[src/rtl/tinst_pkg.sv]
package tinst_pkg;

    localparam int unsigned TINST_W = 32;
    localparam int unsigned OFF_W   = 5;

    localparam logic [6:0] OPC_LOAD    = 7'b0000011;
    localparam logic [6:0] OPC_LOADFP  = 7'b0000111;
    localparam logic [6:0] OPC_STORE   = 7'b0100011;
    localparam logic [6:0] OPC_STOREFP = 7'b0100111;
    localparam logic [6:0] OPC_AMO     = 7'b0101111;
    localparam logic [6:0] OPC_SYSTEM  = 7'b1110011;

    localparam int CAUSE_I_MISAL  = 0;
    localparam int CAUSE_I_ACCESS = 1;
    localparam int CAUSE_L_MISAL  = 4;
    localparam int CAUSE_L_ACCESS = 5;
    localparam int CAUSE_S_MISAL  = 6;
    localparam int CAUSE_S_ACCESS = 7;
    localparam int CAUSE_I_PAGE   = 12;
    localparam int CAUSE_L_PAGE   = 13;
    localparam int CAUSE_S_PAGE   = 15;
    localparam int CAUSE_I_GUEST  = 20;
    localparam int CAUSE_L_GUEST  = 21;
    localparam int CAUSE_S_GUEST  = 23;

    localparam logic [TINST_W-1:0] PSEUDO_WALK32 = 32'h0000_2000;
    localparam logic [TINST_W-1:0] PSEUDO_WALK64 = 32'h0000_3000;

    typedef struct packed {
        logic ldst;
        logic misal;
        logic guest_ldst;
        logic fetch_guest;
    } cause_cls_t;

    typedef struct packed {
        logic [TINST_W-1:0] tinst;
    } tinst_state_t;

    typedef enum logic [1:0] {
        CK_NONE,
        CK_LOAD,
        CK_STORE
    } ckind_e;

endpackage

[src/rtl/tinst_cause_class.sv]
module tinst_cause_class
    import tinst_pkg::*;
#(
    parameter int unsigned CAUSE_W = 6
) (
    input  logic [CAUSE_W-1:0] cause_i,
    output cause_cls_t         cls_o
);

    always_comb begin
        cls_o = '0;
        case (cause_i)
            CAUSE_W'(CAUSE_L_MISAL), CAUSE_W'(CAUSE_S_MISAL): begin
                cls_o.ldst  = 1'b1;
                cls_o.misal = 1'b1;
            end
            CAUSE_W'(CAUSE_L_ACCESS), CAUSE_W'(CAUSE_S_ACCESS),
            CAUSE_W'(CAUSE_L_PAGE),   CAUSE_W'(CAUSE_S_PAGE): begin
                cls_o.ldst = 1'b1;
            end
            CAUSE_W'(CAUSE_L_GUEST), CAUSE_W'(CAUSE_S_GUEST): begin
                cls_o.ldst       = 1'b1;
                cls_o.guest_ldst = 1'b1;
            end
            CAUSE_W'(CAUSE_I_GUEST): begin
                cls_o.fetch_guest = 1'b1;
            end
            default: ;
        endcase
    end

endmodule

[src/rtl/tinst_full_xform.sv]
module tinst_full_xform
    import tinst_pkg::*;
(
    input  logic [TINST_W-1:0] insn_i,
    input  logic [OFF_W-1:0]   off_i,
    output logic [TINST_W-1:0] xf_o
);

    logic [6:0] opc;
    logic [2:0] f3;
    logic       fp_scalar;

    always_comb begin
        opc       = insn_i[6:0];
        f3        = insn_i[14:12];
        fp_scalar = (f3 == 3'b001) || (f3 == 3'b010) || (f3 == 3'b011) || (f3 == 3'b100);
        xf_o      = '0;
        case (opc)
            OPC_LOAD: begin
                xf_o = {12'b0, off_i, insn_i[14:0]};
            end
            OPC_LOADFP: begin
                if (fp_scalar) xf_o = {12'b0, off_i, insn_i[14:0]};
            end
            OPC_STORE: begin
                xf_o = {7'b0, insn_i[24:20], off_i, f3, 5'b0, opc};
            end
            OPC_STOREFP: begin
                if (fp_scalar) xf_o = {7'b0, insn_i[24:20], off_i, f3, 5'b0, opc};
            end
            OPC_AMO: begin
                xf_o = insn_i;
            end
            OPC_SYSTEM: begin
                if (f3 == 3'b100) xf_o = insn_i;
            end
            default: ;
        endcase
    end

endmodule

[src/rtl/tinst_rvc_expand.sv]
module tinst_rvc_expand
    import tinst_pkg::*;
(
    input  logic [15:0]        c_i,
    input  logic               xlen64_i,
    input  logic [OFF_W-1:0]   off_i,
    output logic [TINST_W-1:0] xf_o
);

    ckind_e     kind;
    logic [2:0] f3;
    logic [6:0] opc;
    logic [4:0] reg_f;
    logic       unused_bit12;

    assign unused_bit12 = c_i[12];

    always_comb begin
        kind = CK_NONE;
        f3   = '0;
        opc  = '0;
        if ((c_i[1:0] == 2'b00) || (c_i[1:0] == 2'b10)) begin
            case (c_i[15:13])
                3'b001: begin kind = CK_LOAD;  f3 = 3'b011; opc = OPC_LOADFP;  end
                3'b010: begin kind = CK_LOAD;  f3 = 3'b010; opc = OPC_LOAD;    end
                3'b011: begin
                    kind = CK_LOAD;
                    f3   = xlen64_i ? 3'b011   : 3'b010;
                    opc  = xlen64_i ? OPC_LOAD : OPC_LOADFP;
                end
                3'b101: begin kind = CK_STORE; f3 = 3'b011; opc = OPC_STOREFP; end
                3'b110: begin kind = CK_STORE; f3 = 3'b010; opc = OPC_STORE;   end
                3'b111: begin
                    kind = CK_STORE;
                    f3   = xlen64_i ? 3'b011    : 3'b010;
                    opc  = xlen64_i ? OPC_STORE : OPC_STOREFP;
                end
                default: ;
            endcase
        end

        if (c_i[1:0] == 2'b00)  reg_f = {2'b01, c_i[4:2]};
        else if (kind == CK_LOAD) reg_f = c_i[11:7];
        else                      reg_f = c_i[6:2];

        case (kind)
            CK_LOAD:  xf_o = {12'b0, off_i, f3, reg_f, opc};
            CK_STORE: xf_o = {7'b0, reg_f, off_i, f3, 5'b0, opc};
            default:  xf_o = '0;
        endcase
    end

endmodule

[src/rtl/trap_tinst_xform.sv]
module trap_tinst_xform
    import tinst_pkg::*;
#(
    parameter int unsigned CAUSE_W = 6,
    parameter int unsigned ADDR_W  = 64
) (
    input  logic                clk,
    input  logic                rst_n,
    input  logic                commit_i,
    input  logic [31:0]         insn_i,
    input  logic [CAUSE_W-1:0]  cause_i,
    input  logic                two_stage_i,
    input  logic                walk_i,
    input  logic [ADDR_W-1:0]   fault_addr_i,
    input  logic [ADDR_W-1:0]   orig_addr_i,
    input  logic                xlen64_i,
    output logic [31:0]         tinst_o
);

    cause_cls_t          cls;
    logic [ADDR_W-1:0]   span;
    logic [OFF_W-1:0]    raw_off;
    logic [OFF_W-1:0]    off;
    logic [TINST_W-1:0]  full_xf;
    logic [TINST_W-1:0]  rvc_xf;
    logic [TINST_W-1:0]  pseudo;
    logic [TINST_W-1:0]  next_val;
    logic                is_short;
    tinst_state_t        state_d, state_q;

    assign span = fault_addr_i - orig_addr_i;

    generate
        if (ADDR_W > OFF_W) begin : g_trunc
            logic unused_hi;
            assign raw_off   = span[OFF_W-1:0];
            assign unused_hi = ^span[ADDR_W-1:OFF_W];
        end else begin : g_pad
            assign raw_off = OFF_W'(span);
        end
    endgenerate

    tinst_cause_class #(.CAUSE_W(CAUSE_W)) u_cls (
        .cause_i (cause_i),
        .cls_o   (cls)
    );

    assign off    = cls.misal ? '0 : raw_off;
    assign pseudo = xlen64_i ? PSEUDO_WALK64 : PSEUDO_WALK32;

    tinst_full_xform u_full (
        .insn_i (insn_i),
        .off_i  (off),
        .xf_o   (full_xf)
    );

    tinst_rvc_expand u_rvc (
        .c_i      (insn_i[15:0]),
        .xlen64_i (xlen64_i),
        .off_i    (off),
        .xf_o     (rvc_xf)
    );

    always_comb begin
        is_short = (insn_i[1:0] != 2'b11);
        next_val = '0;
        if (cls.fetch_guest) begin
            next_val = two_stage_i ? pseudo : '0;
        end else if (cls.ldst) begin
            if (walk_i && cls.guest_ldst) next_val = pseudo;
            else if (is_short)            next_val = rvc_xf & ~TINST_W'(2);
            else                          next_val = full_xf;
        end
        state_d = state_q;
        if (commit_i) state_d.tinst = next_val;
    end

    always_ff @(posedge clk or negedge rst_n) begin
        if (!rst_n) state_q <= '0;
        else        state_q <= state_d;
    end

    assign tinst_o = state_q.tinst;

endmodule

[config.mk]
export PLATFORM = sky130hd
export DESIGN_NAME = trap_tinst_xform
export DESIGN_NICKNAME = d
export VERILOG_FILES = /design/src/rtl/tinst_pkg.sv /design/src/rtl/tinst_cause_class.sv /design/src/rtl/tinst_full_xform.sv /design/src/rtl/tinst_rvc_expand.sv /design/src/rtl/trap_tinst_xform.sv
export SDC_FILE = /design/constraint.sdc
export NUM_CORES = 1
export LEC_CHECK = 0
export BUFFER_PORTS_ARGS = -buffer_cell sky130_fd_sc_hd__buf_4
export CAP_MARGIN = 40
export CORE_AREA = 10 10 64 118
export DETAILED_ROUTE_END_ITERATION = 10
export DIE_AREA = 0 0 74 128
export PLACE_DENSITY = 0.85
export SLEW_MARGIN = 20
export SYNTH_ARGS = -nofsm -noshare
export SYNTH_HDL_FRONTEND = slang
export SYNTH_SLANG_ARGS = --single-unit
[constraint.sdc]
create_clock -name clk -period 2.2 [get_ports clk]
set_clock_uncertainty 0.05 [all_clocks]
set_input_delay 0.44 -clock clk [delete_from_list [all_inputs] [get_ports clk]]
set_output_delay 0.44 -clock clk [all_outputs]
set_load 0.03 [all_outputs]
==> metrics, run 1 <==
# IOs=around 200; max-slew violations=0; Hold WC Path Type=primary input to asynchronous set/reset pin; final wirelength=~7600 um; post-CTS setup buffers=0; Skew-Pair Late Insertion Delay=about 0.27 ns; sw frac=around a quarter; most common cell after layout, fill and taps aside=buf_4; slowest stage cell, crit path=a221o_1; Worst Tran Pin Value=0.581 ns; Required @ worst endpoint=around 2.3 ns; Yosys top cell area share=35.9%; Mapped Cells=240; detailed placement HPWL=about 6000 um; mux share of post-synthesis cell area=1.80%; peak supply drop=between 0.5 and 0.6 mV; outcome=complete, no violations; Post-Layout Cell Count=408; Post-Synth Simple-Gate Area=between 10% and 20%; routability cong.=slightly above 0.9; crit path launch=insn_i[14]; H-tree depth=2; final net count=between 500 and 600; P&R area growth vs syn=47.0%; Starting Density=39.1%; post-route clock period utilization=roughly 96%; mapped cell area=around 2200 um^2; Largest register FFs=32; Power Density=533 nW/um^2; Pre-antenna DRT Iters=4; fmax=approximately 470 MHz; Core Util, Final=57.4%; Seq. cell area=around 800 um^2; P_sw=about 0.00045 W; Min Hold Slack=0.0535 ns; Yosys cell types=60; commonest non-fill, non-tap cells in the layout=buf_4, dfrtp_1, nor2_1, inv_1, a21oi_1; Top FF cell, synth=dfrtp_1; Synth Area in Adders=between 4 and 5%; TritonCTS clock tree=yes; largest family of logic cells by synthesized area=compound AO/OA/AOI/OAI gates; largest net degree at the start of global routing=33; sequential group share of total power=between 30% and 40%; die footprint=9470 um^2; FFs w/ async S/R, synth=100%; Die Wd=74 um; Fill cells=between 400 and 500; crit end category=flop; crit-path leading delay family=simple AND/OR/NAND/NOR gates; sequential area share after synthesis=about 36%; share of cells above drive strength 1=40.3%; Chip Height=between 100 and 150 um; clock share of power=around 45%; Detail Route Antenna Nets=0; internal power=between 0.001 and 0.0015 W; First DRT Iteration DRCs=238; post-CTS sizing=0; final hold vios=0; CP Buf/Inv Count=3; P_leak=roughly 1.6 nW; synthesis warning total=0; Synth area leader=dfrtp_1; area share of xor/xnor cells in the synthesized design=under 10%; drt via density=around 5.8; final setup vio count=0; max_cap viols=0; cells along the critical path=buf_4 > buf_4 > nor2_1 > nor2_1 > nand2_2 > ha_4 > buf_4 > nor2b_2 > a21oi_1 > o22ai_1 > and2_1 > a221o_1; min Tclk post-route=approximately 2.1 ns; via count=2359; CP dominant cell by count=buf_4; Root Buffer Master=clkbuf_16; first-pass GRT wire length=12200 um; core area=about 5700 um^2; Overall Global Routing Usage=15.9%; drt drc=0; n_diodes=0; Num CTS Buffers=5; Inst Count DP=400; area occupied by multi-input gates=about 1400 um^2; antenna violations before repair=0; Yosys reg bits=32; row count=39; drt wl/cell=18.7 um; Critical Path Fanout Max=8; Compound-Gate Fraction of Synth Area=a little under a third; WS Path Type=primary input to flop; total grt overflow=0; synth top area cells=dfrtp_1, a221o_1, ha_1, a22o_1, a21oi_1; number of global-route vias before repair=roughly 2600; Clock Sinks=32; Logic pwr share=a little over 20%; max_slew headroom=around three fifths; biggest cell delay along the critical path=roughly 0.31 ns; Net Count, Synth=roughly 420; Post-CTS Hold Buffers=0; Critical R2R Launch=tinst_o[23]; clock buffer depth=2; arrival time worst endpoint=about 2.2 ns; Reg clk slew, reported paths=approximately 0.060 ns; reg-to-reg slack, setup=between 1 and 1.5 ns; Post-synth EDFFs=0; IO buf count=85; CP Launch Type=primary input; Avg Cell Area, Syn=9.29 um^2; Setup TNS Final=0 ns
==> final cells by class <==
class                      count  area share [%]
sequential                    32            24.4
clock buffer                   6            3.93
clock inverter                 2            1.07
inverter                      15            1.72
multi-input combinational    182            41.3
timing repair buffer         110            25.2
tap                           61            2.33
==> worst paths after layout <==
| check | to | cells after the start |
|---|---|---|
| setup / recovery | tinst_o[8] | 12 |
| hold / removal | tinst_o[5] | 1 |
| setup reg to reg | tinst_o[23] | 1 |
| hold reg to reg | tinst_o[0] | 1 |
| max in group asynchronous | tinst_o[4] | 1 |
| min in group clk | tinst_o[29] | 2 |
==> through the flow <==
stage,instance area [um^2],setup WS (ns),power [W]
4_1_cts,3240,0.00543,0.00174
5_1_grt,3280,-0.00545,0.00181
6_report,3280,0.0917,0.00175
2_1_floorplan,2240,-0.0132,0.000782
3_3_place_gp,3070,-0.218,0.000945
3_5_place_dp,3070,-0.240,0.000954
==> synth_stat cells, drive strengths merged (3+ instances only) <==
library cell / instances
a2111oi: 3
a21oi: 14
a221o: 9
a221oi: 4
a22o: 8
a22oi: 3
a31o: 3
and2: 5
and3: 6
buf: 5
clkbuf: 6
dfrtp: 32
ha: 6
inv: 15
mux2i: 4
nand2: 13
nand2b: 3
nand3: 5
nand4: 3
nor2: 17
nor2b: 4
nor3: 9
nor4: 3
o21a: 4
o21ai: 11
o22ai: 3
o2bb2ai: 7
o32ai: 3
or2: 3
xnor2: 3
xor2: 3
==> layer usage <==
layer	share of wire, %	track usage (%)	vias up
li1	-	-	1132
met1	35	16.3	1117
met2	53	27.2	100
met3	10	6.67	10
met4	1.8	6.28	0
met5	0	0	-
==> cells by family (layout without fill, tap and decap cells) <==
family          Yosys count  count (layout)
simple gates             78              78
xor+xnor                  6               6
fa+ha+maj                 8               8
buf+inv                  26             133
compound gates           86              86
mux                       4               4
flops                    32              32
==> power by group through the flow <==
stage               Clock, W  Combinational, W  Sequential [W]
finish              0.000787          0.000359        0.000600
global route        0.000813          0.000394        0.000600
CTS                 0.000796          0.000346        0.000600
detailed placement         0          0.000344        0.000610
global placement           0          0.000335        0.000610
floorplan                  0          0.000158        0.000623
Note: power is estimated with default switching activity, not from simulation.
==> inputs of run 2 (changes only) <==
PLACE_DENSITY = 0.94   (was 0.85)
==> metrics, run 2 (same netlist as run 1, synthesis figures left out) <==
Fill cells=515 (+4.0%); max_slew headroom=60.1% (-0.76 points); Reg clk slew, reported paths=0.05 ns (about the same); total grt overflow=0 (unchanged); first-pass GRT wire length=12400 um (+1.8%); WS Path Type=primary input to flop; IO buf count=85 (unchanged); Starting Density=39.1% (unchanged); Die Wd=74 um (unchanged); fmax=468 MHz (-1.3%); P_leak=1.57 nW (-1.6%); GR Util met2=27.4% (+0.25 points); arrival time worst endpoint=2.24 ns (+0.02 ns); Detail Route Antenna Nets=0 (unchanged); Post-Layout Cell Count=403 (-1.2%); die footprint=9470 um^2 (unchanged); outcome=complete, no violations; CP Launch Type=primary input; drt via density=6.01 (+3.9%); largest net degree at the start of global routing=33 (unchanged); drt wl/cell=19.6 um (+4.7%); Critical R2R Launch=tinst_o[9]; # IOs=204 (unchanged); final hold vios=0 (unchanged); final net count=519 (-1.1%); detailed placement HPWL=6190 um (+1.6%); final setup vio count=0 (unchanged); min Tclk post-route=2.14 ns (+0.0273 ns); GRT busiest layer=met2; post-route clock period utilization=97.1% (+1.2 points); dpl cell area=3030 um^2 (-1.5%); routability cong.=0.885 (-2.8%); Power Density=539 nW/um^2 (+1.3%); critical path capture point=tinst_o[8]; GR Util met1=16.5% (+0.23 points); Root Buffer Master=clkbuf_16; reg-to-reg slack, setup=1.31 ns (about the same); Overall Global Routing Usage=16.2% (+0.35 points); grt met3 use=6.05% (-0.62 points); fin area=3220 um^2 (-1.8%); drt drc=0 (unchanged); max_cap viols=0 (unchanged); commonest non-fill, non-tap cells in the layout=buf_4, dfrtp_1, inv_1, nor2_1; number of global-route vias before repair=2615 (+2.5%); Place WS=-0.195 ns (+0.0448 ns); antenna violations before repair=1 (+1); final wirelength=7910 um (+3.4%); Clock Sinks=32 (unchanged); Required @ worst endpoint=2.31 ns (about the same); Skew-Pair Late Insertion Delay=0.27 ns (about the same); Inst Count DP=394 (-1.5%); post-CTS setup buffers=0 (unchanged); peak supply drop=0.434 mV (-20%); crit path launch=insn_i[14]; Pre-antenna DRT Iters=4 (unchanged); max-slew violations=0 (unchanged); Final Worst Setup Slack=0.0644 ns (-0.0273 ns); Largest register FFs=32 (unchanged); core area=5710 um^2 (unchanged); share of cells above drive strength 1=38.1% (-2.2 points); Total Power=0.00174 W (-0.59%); Chip Height=128 um (unchanged); H-tree depth=2 (unchanged); reg-to-reg endpoint=tinst_o[9]; First DRT Iteration DRCs=202 (-15%); Num CTS Buffers=5 (unchanged); most common cell after layout, fill and taps aside=buf_4; Worst Tran Pin Value=0.592 ns (+0.0113 ns); FF-to-FF path depth=1 (unchanged); TritonCTS clock tree=yes; clock buffer depth=2 (unchanged); Critical Path Fanout Max=8 (unchanged); P&R area growth vs syn=44.3%; Hold WC Path Type=primary input to asynchronous set/reset pin; crit end category=flop; Min Hold Slack=0.0513 ns (-0.00222 ns); via count=2421 (+2.6%); row count=39 (unchanged)
[run 2: cell count changes in the layout (fill, tap and decap cells not counted), sizes merged]
| cell | previous run | this run |
|---|---|---|
| diode | 0 | 1 |
| buf | 110 | 104 |
[run 2: power breakdown]
group | leakage, nW | internal (W) | switching [W]
Sequential | 0.444 | 0.000596 | 0.00000411
Combinational | 1.04 | 0.000162 | 0.000188
Clock | 0.0808 | 0.000532 | 0.000253
[run 2: critical path, stage by stage]
cell and delay [ns]:
buf_4 0.09, buf_4 0.16, nor2_1 0.06, nor2_1 0.16, nand2_1 0.14, ha_4 0.30, buf_4 0.10, nor2b_2 0.04
a21oi_1 0.17, o22ai_1 0.11, and2_1 0.17, a221o_1 0.30
[run 2: metrics by stage]
step           setup TNS [ns]  utilization [%]
6_report                    0             56.3
2_1_floorplan         -0.0396                -
3_3_place_gp            -1.09             53.1
5_1_grt               -0.0139             56.3
3_5_place_dp            -1.81             53.1
4_1_cts                     0             55.9
[run 2: layout make-up]
cell class                      count  area [um^2]  area share (%)
Clock buffer                        6          129            4.01
Clock inverter                      2         35.0            1.09
Antenna cell                        1         2.50          0.0778
Multi-Input combinational cell    182         1340            41.5
Inverter                           15         56.3            1.75
Timing Repair Buffer              104          781            24.3
Sequential cell                    32          801            24.9
Tap cell                           61         76.3            2.37
[run 2: layer usage]
layer | share of wire, % | wire length [um] | vias up
li1 | - | - | 1119
met1 | 35 | 2740 | 1135
met2 | 51 | 4060 | 140
met3 | 9.8 | 771 | 27
met4 | 4.2 | 332 | 0
met5 | 0 | 0 | -
[run 2: timing repair]
| action | CTS | global route |
|---|---|---|
| hold buffers | 0 | 0 |
| resized for setup | 0 | 3 |
| endpoints found under the setup margin | 0 | 8 |
[run 2: worst min path at each step]
stage / startpoint / end / cells past startpoint
2_1_floorplan: rst_n / tinst_o[0] / 0
3_3_place_gp: rst_n / tinst_o[22] / 1
3_5_place_dp: rst_n / tinst_o[22] / 1
4_1_cts: rst_n / tinst_o[22] / 1
5_1_grt: rst_n / tinst_o[27] / 1
6_report: rst_n / tinst_o[27] / 1
